File: src/rtl/bitop_pkg.sv
package bitop_pkg;

  typedef enum logic [1:0] {
    BOP_TEST = 2'd0,
    BOP_FLIP = 2'd1,
    BOP_CLR  = 2'd2,
    BOP_SET  = 2'd3
  } bop_e;

  typedef enum logic [1:0] {
    SQ_IDLE,
    SQ_BUSY,
    SQ_DONE
  } seq_e;

  localparam int FLG_W = 4;
  localparam int FLG_N = 3;
  localparam int FLG_Z = 2;
  localparam int FLG_V = 1;
  localparam int FLG_C = 0;

endpackage

File: src/rtl/bitop_mask.sv
module bitop_mask #(
  parameter int DATA_W = 32,
  parameter int MEM_W  = 8,
  localparam int SEL_W = $clog2(DATA_W)
) (
  input  logic [SEL_W-1:0]  sel,
  input  logic              is_reg,
  output logic [DATA_W-1:0] mask
);

  localparam int MEM_SEL_W = $clog2(MEM_W);

  // one-hot decode; a byte operand only sees the low selector bits
  for (genvar i = 0; i < DATA_W; i++) begin : g_bit
    if (i < MEM_W) begin : g_low
      assign mask[i] = is_reg ? (sel == SEL_W'(i))
                              : (sel[MEM_SEL_W-1:0] == MEM_SEL_W'(i));
    end else begin : g_high
      assign mask[i] = is_reg && (sel == SEL_W'(i));
    end
  end

endmodule

File: src/rtl/bitop_alu.sv
module bitop_alu
  import bitop_pkg::*;
#(
  parameter int DATA_W = 32
) (
  input  logic [DATA_W-1:0] dest,
  input  logic [DATA_W-1:0] mask,
  input  bop_e              op,
  input  logic [FLG_W-1:0]  flags_in,
  output logic [DATA_W-1:0] result,
  output logic [FLG_W-1:0]  flags_out,
  output logic              wr_en
);

  localparam logic [FLG_W-1:0] Z_BIT = FLG_W'(1) << FLG_Z;

  logic bit_clear;

  always_comb begin
    // sampled from the unmodified operand
    bit_clear = ~|(dest & mask);
    flags_out = (flags_in & ~Z_BIT) | (bit_clear ? Z_BIT : '0);
    unique case (op)
      BOP_TEST: result = dest;
      BOP_FLIP: result = dest ^ mask;
      BOP_CLR:  result = dest & ~mask;
      BOP_SET:  result = dest | mask;
      default:  result = dest;
    endcase
    wr_en = (op != BOP_TEST);
  end

endmodule

File: src/rtl/bitop_cost.sv
module bitop_cost
  import bitop_pkg::*;
#(
  parameter int CYC_W    = 4,
  parameter int BASE_CYC = 4,
  parameter int REG_CYC  = 2,
  parameter int MOD_CYC  = 4
) (
  input  logic             imm_src,
  input  logic             is_reg,
  input  bop_e             op,
  output logic [CYC_W-1:0] cycles
);

  logic reg_extra;
  logic mod_extra;

  always_comb begin
    // the immediate form drops the register extra for set
    reg_extra = is_reg && !(imm_src && (op == BOP_SET));
    mod_extra = (op != BOP_TEST);
    cycles    = CYC_W'(BASE_CYC)
              + (reg_extra ? CYC_W'(REG_CYC) : '0)
              + (mod_extra ? CYC_W'(MOD_CYC) : '0);
  end

endmodule

File: src/rtl/bitop_seq.sv
module bitop_seq
  import bitop_pkg::*;
#(
  parameter int CYC_W = 4
) (
  input  logic             clk,
  input  logic             rst_n,
  input  logic             start,
  input  logic [CYC_W-1:0] cycles,
  input  logic             ack,
  output logic             idle,
  output logic             done
);

  seq_e             state_q, state_d;
  logic [CYC_W-1:0] cnt_q, cnt_d;
  logic             cnt_en;

  always_comb begin
    state_d = state_q;
    cnt_d   = cnt_q;
    cnt_en  = 1'b0;
    unique case (state_q)
      SQ_IDLE: begin
        if (start) begin
          state_d = SQ_BUSY;
          cnt_d   = cycles;
          cnt_en  = 1'b1;
        end
      end
      SQ_BUSY: begin
        cnt_d  = cnt_q - CYC_W'(1);
        cnt_en = 1'b1;
        if (cnt_q == CYC_W'(1)) state_d = SQ_DONE;
      end
      SQ_DONE: begin
        if (ack) state_d = SQ_IDLE;
      end
      default: state_d = SQ_IDLE;
    endcase
  end

  always_ff @(posedge clk or negedge rst_n) begin
    if (!rst_n) begin
      state_q <= SQ_IDLE;
    end else begin
      state_q <= state_d;
    end
  end

  always_ff @(posedge clk or negedge rst_n) begin
    if (!rst_n) begin
      cnt_q <= '0;
    end else if (cnt_en) begin
      cnt_q <= cnt_d;
    end
  end

  assign idle = (state_q == SQ_IDLE);
  assign done = (state_q == SQ_DONE);

endmodule

File: src/rtl/bitop_unit.sv
module bitop_unit
  import bitop_pkg::*;
#(
  parameter int DATA_W   = 32,
  parameter int MEM_W    = 8,
  parameter int CYC_W    = 4,
  parameter int BASE_CYC = 4,
  parameter int REG_CYC  = 2,
  parameter int MOD_CYC  = 4,
  localparam int SEL_W   = $clog2(DATA_W)
) (
  input  logic              clk,
  input  logic              rst_n,
  input  logic              in_valid,
  output logic              in_ready,
  input  logic              in_imm_src,
  input  logic              in_is_reg,
  input  logic [1:0]        in_op,
  input  logic [SEL_W-1:0]  in_bitsel,
  input  logic [DATA_W-1:0] in_dest,
  input  logic [3:0]        in_flags,
  output logic              out_valid,
  input  logic              out_ready,
  output logic [DATA_W-1:0] out_result,
  output logic [3:0]        out_flags,
  output logic              out_wr_en,
  output logic [CYC_W-1:0]  out_cycles
);

  bop_e              op;
  logic [DATA_W-1:0] mask;
  logic [DATA_W-1:0] res_d, res_q;
  logic [FLG_W-1:0]  flg_d, flg_q;
  logic              wr_d, wr_q;
  logic [CYC_W-1:0]  cyc_d, cyc_q;
  logic              idle;
  logic              done;
  logic              cap_en;

  assign op     = bop_e'(in_op);
  assign cap_en = in_valid && idle;

  bitop_mask #(
    .DATA_W (DATA_W),
    .MEM_W  (MEM_W)
  ) mask_i (
    .sel    (in_bitsel),
    .is_reg (in_is_reg),
    .mask   (mask)
  );

  bitop_alu #(
    .DATA_W (DATA_W)
  ) alu_i (
    .dest      (in_dest),
    .mask      (mask),
    .op        (op),
    .flags_in  (in_flags),
    .result    (res_d),
    .flags_out (flg_d),
    .wr_en     (wr_d)
  );

  bitop_cost #(
    .CYC_W    (CYC_W),
    .BASE_CYC (BASE_CYC),
    .REG_CYC  (REG_CYC),
    .MOD_CYC  (MOD_CYC)
  ) cost_i (
    .imm_src (in_imm_src),
    .is_reg  (in_is_reg),
    .op      (op),
    .cycles  (cyc_d)
  );

  bitop_seq #(
    .CYC_W (CYC_W)
  ) seq_i (
    .clk    (clk),
    .rst_n  (rst_n),
    .start  (cap_en),
    .cycles (cyc_d),
    .ack    (out_ready),
    .idle   (idle),
    .done   (done)
  );

  // result is computed at acceptance and held while the cost elapses
  always_ff @(posedge clk or negedge rst_n) begin
    if (!rst_n) begin
      res_q <= '0;
      flg_q <= '0;
      wr_q  <= 1'b0;
      cyc_q <= '0;
    end else if (cap_en) begin
      res_q <= res_d;
      flg_q <= flg_d;
      wr_q  <= wr_d;
      cyc_q <= cyc_d;
    end
  end

  assign in_ready   = idle;
  assign out_valid  = done;
  assign out_result = res_q;
  assign out_flags  = flg_q;
  assign out_wr_en  = wr_q;
  assign out_cycles = cyc_q;

endmodule

File: config.mk
export PLATFORM = sky130hd
export DESIGN_NAME = bitop_unit
export DESIGN_NICKNAME = d
export VERILOG_FILES = /design/src/rtl/bitop_pkg.sv /design/src/rtl/bitop_mask.sv /design/src/rtl/bitop_alu.sv /design/src/rtl/bitop_cost.sv /design/src/rtl/bitop_seq.sv /design/src/rtl/bitop_unit.sv
export SDC_FILE = /design/constraint.sdc
export NUM_CORES = 1
export LEC_CHECK = 0
export ABC_AREA = 1
export CAP_MARGIN = 20
export CORE_MARGIN = 1.5
export CORE_UTILIZATION = 40
export DETAILED_ROUTE_END_ITERATION = 10
export DONT_BUFFER_PORTS = 1
export GPL_TIMING_DRIVEN = 1
export PLACE_DENSITY_LB_ADDON = 0.1
export SLEW_MARGIN = 20
export SYNTH_ARGS = -nofsm -noshare
export SYNTH_HDL_FRONTEND = slang
export SYNTH_HIERARCHICAL = 1
export SYNTH_SLANG_ARGS = --single-unit
File: constraint.sdc
create_clock -name clk -period 3.15 [get_ports clk]
set_clock_uncertainty 0.1 [all_clocks]
set_input_delay 0.63 -clock clk [delete_from_list [all_inputs] [get_ports clk]]
set_output_delay 0.63 -clock clk [all_outputs]
set_load 0.01 [all_outputs]
==> metrics.cfg <==
[logic_synthesis]
syn_avg_cell_area_sq_um=7.131
synth_adder_area_share=0.2543
synth_edf_count=0
ys_ff_latch=47
synth_cells=676
synth_top_family_by_area=simple AND/OR/NAND/NOR gates
syn-num-nets=823
synth_compound_area_frac=0.005710
synthSimpleGateAreaFrac=0.3756
synthTopCellsByArea=ha_1 (25%), dfrtp_1 (24%), nand2_1 (16%)
syn-cell-area_sq_um=4821
ys_seq_area_frac=0.2440
synth_mux_area_frac=0
ys.warnings.count=6
synth_top_area_share=0.2543
yosysTopAreaCell=ha_1
async_flop_share=1.000
ys.flop_type=dfrtp_1
yosys.cell_types.count=24
synth-xor-area-share=0.001817

[clocking]
cts_setup_buffers=0
cts.path.max_buffers=2
cts.htree.levels=2
clk_latency_ps=290
cts_made_buffers=5
clk_pin_slew_ps=70
cts_sinks=47
cts_tree=yes
cts-root-buf=clkbuf_16

[pwr]
comb_power_share=0.333
ir_drop_mv=0.3408
finalPower_mw=2.747
p_int_mw=1.572
p_leak_nw=2.655
switching_share=0.4275
pwr-share-seq=0.435
power_frac_clock=0.232
power_density_nw_per_um2=547.6
switchingPower_mw=1.174

[final_layout]
finalNonFillerCells=801
diodes=0
syn_to_final_growth_pct=4.049
multi_input_area_sq_um=3084
layout-drive-gt1-share=0.1216
nFillCells=1210
nets=804
register_area_sq_um=1176

[placement]
dpl.cell_count=792
routabilityCongestion=0.7635
place_hpwl_mm=7.927
io_buffers=0
dp_slack_ps=935.5

[timing]
maxSlewHeadroom=0.6614
fmax_ghz=0.4506
hold_violations=0
slew_viol_final=0
period_share=0.7045
period_minus_slack_ps=2219
tns_ps=0
setup_viol_count_final=0
worstMarginPinSlew_ps=507.9
grt_setup_unrepaired=no
setup_slack_ps=930.8

[floorplan]
die_h_um=112.8
initial_core_util=0.4169
die_x_um=112.8
rows=39
core-area_sq_um=11560
dieArea_sq_um=12720
pin_count=92

[setup_path]
worstSetupStartpointType=flop
path_max_fanout=43
criticalPathCategory=flop to primary output
crit_required_ps=2420
worst-endpoint-arrival_ps=1490
cp-end-kind=primary output
r2r-start=seq_i/state_q[1]$_DFFE_PN0P_
r2r_end=seq_i/cnt_q[3]$_DFFE_PN0P_
r2r_cells=11
regToRegSetupSlack_ps=1430

[global_route]
gr-total-overflow=0
track_usage=0.1836
grt_start_max_net_pins=48
grt_pass1_wl_mm=18.83
grt_pass1_vias=3910
antenna_found_initial=0

[routing]
wl_mm=11.36
avgViaCountPerCell=4.908
vias=3931
drc_errors=0
first_iter_violations=154
drt-wirelength-per-cell_um=14.18
dr.pass1.iters=5
antenna_left=0

[run]
drv_cap=0

[run_status]
status=completed

[hold_path]
hp-class=primary input to asynchronous set/reset pin

-- cells by family (layout without fill, tap and decap cells) --
family,after synthesis,count (layout)
AND/OR/NAND/NOR,402,402
buffers and inverters,122,104
adder cells (fa/ha/maj),98,98
flip-flops,47,47
AO/OA/AOI/OAI,5,5
other,1,1
XOR/XNOR,1,1
-- metal layers --
| layer | track usage | share of wire | vias up |
|---|---|---|---|
| met5 | 0 | 0 | - |
| met4 | 0.04388 | 0.014 | 0 |
| met3 | 0.05410 | 0.078 | 11 |
| met2 | 0.3199 | 0.47 | 88 |
| met1 | 0.2232 | 0.44 | 1800 |
| li1 | - | - | 2032 |
-- Yosys cell counts (all sizes together) (2+ instances only) --
master	count
buf	29
clkbuf	3
dfrtp	47
ha	98
inv	89
nand2	220
nand3	48
nand4	32
nor2	70
o21ai	2
o22ai	2
or2	32
-- cells in the final DEF (no fill, tap or decap), drive strengths merged --
cell / instances
clkbuf: 5
o22ai: 2
ha: 98
xor2: 1
a21oi: 1
dfrtp: 47
inv: 90
nand4: 32
conb: 1
or2: 32
nand2: 220
clkinv: 2
bufinv: 1
nor2: 70
nand3: 48
o21ai: 2
buf: 6
-- metrics by stage --
stage                     instance area [sq um]  hold slack (ps)  utilization
after detailed placement                   4816            235.8       0.4164
after global routing                       5016            91.20       0.4337
after CTS                                  5016            80.47       0.4337
after global placement                     4816            235.7       0.4164
final                                      5016            77.16       0.4337
after floorplan                            4821            234.4            -
-- critical path: stages, from the launching register on --
cell and delay, ps:
dfrtp_1 400, inv_2 80, nand2_1 70, inv_1 160, buf_4 470
-- power groups by stage --
stage | Combinational [mW] | Sequential [mW] | Clock (mW)
global route | 1.09 | 1.23 | 0.676
floorplan | 0.831 | 1.16 | 0
detailed placement | 0.918 | 1.21 | 0
CTS | 0.937 | 1.20 | 0.665
global placement | 0.893 | 1.21 | 0
finish | 0.915 | 1.20 | 0.636
-- registers in the layout, summed over array words and instances, names as in the netlist --
signal and flops:
out_cycles 4, out_result 32, out_flags 4, seq_i/cnt_q 4, seq_i/state_q 2, out_wr_en 1
-- worst max-delay path by stage --
stage,startpoint,to,slack (ps),depth (start not counted)
floorplan,in_bitsel[1],out_result[0]$_DFFE_PN0P_,1240,9
detailed placement,in_bitsel[0],out_flags[2]$_DFFE_PN0P_,940,12
global route,seq_i/state_q[1]$_DFFE_PN0P_,in_ready,840,4
CTS,seq_i/state_q[1]$_DFFE_PN0P_,in_ready,910,4
global placement,in_bitsel[0],out_flags[2]$_DFFE_PN0P_,970,12
finish,seq_i/state_q[1]$_DFFE_PN0P_,in_ready,930,4
-- cell type report --
| cell class | count | area share |
|---|---|---|
| Clock inverter | 3 | 0.009479 |
| Multi-Input combinational cell | 507 | 0.6149 |
| Timing Repair Buffer | 6 | 0.01297 |
| Tap cell | 143 | 0.03567 |
| Sequential cell | 47 | 0.2345 |
| Inverter | 90 | 0.06760 |
| Clock buffer | 5 | 0.02494 |
-- what timing repair did --
item	CTS	global route
endpoints found under the setup margin	0	0
gates resized for setup	0	0
endpoints found under the hold margin	47	0
hold buffers	1	0
(Power assumes the default switching activity.)
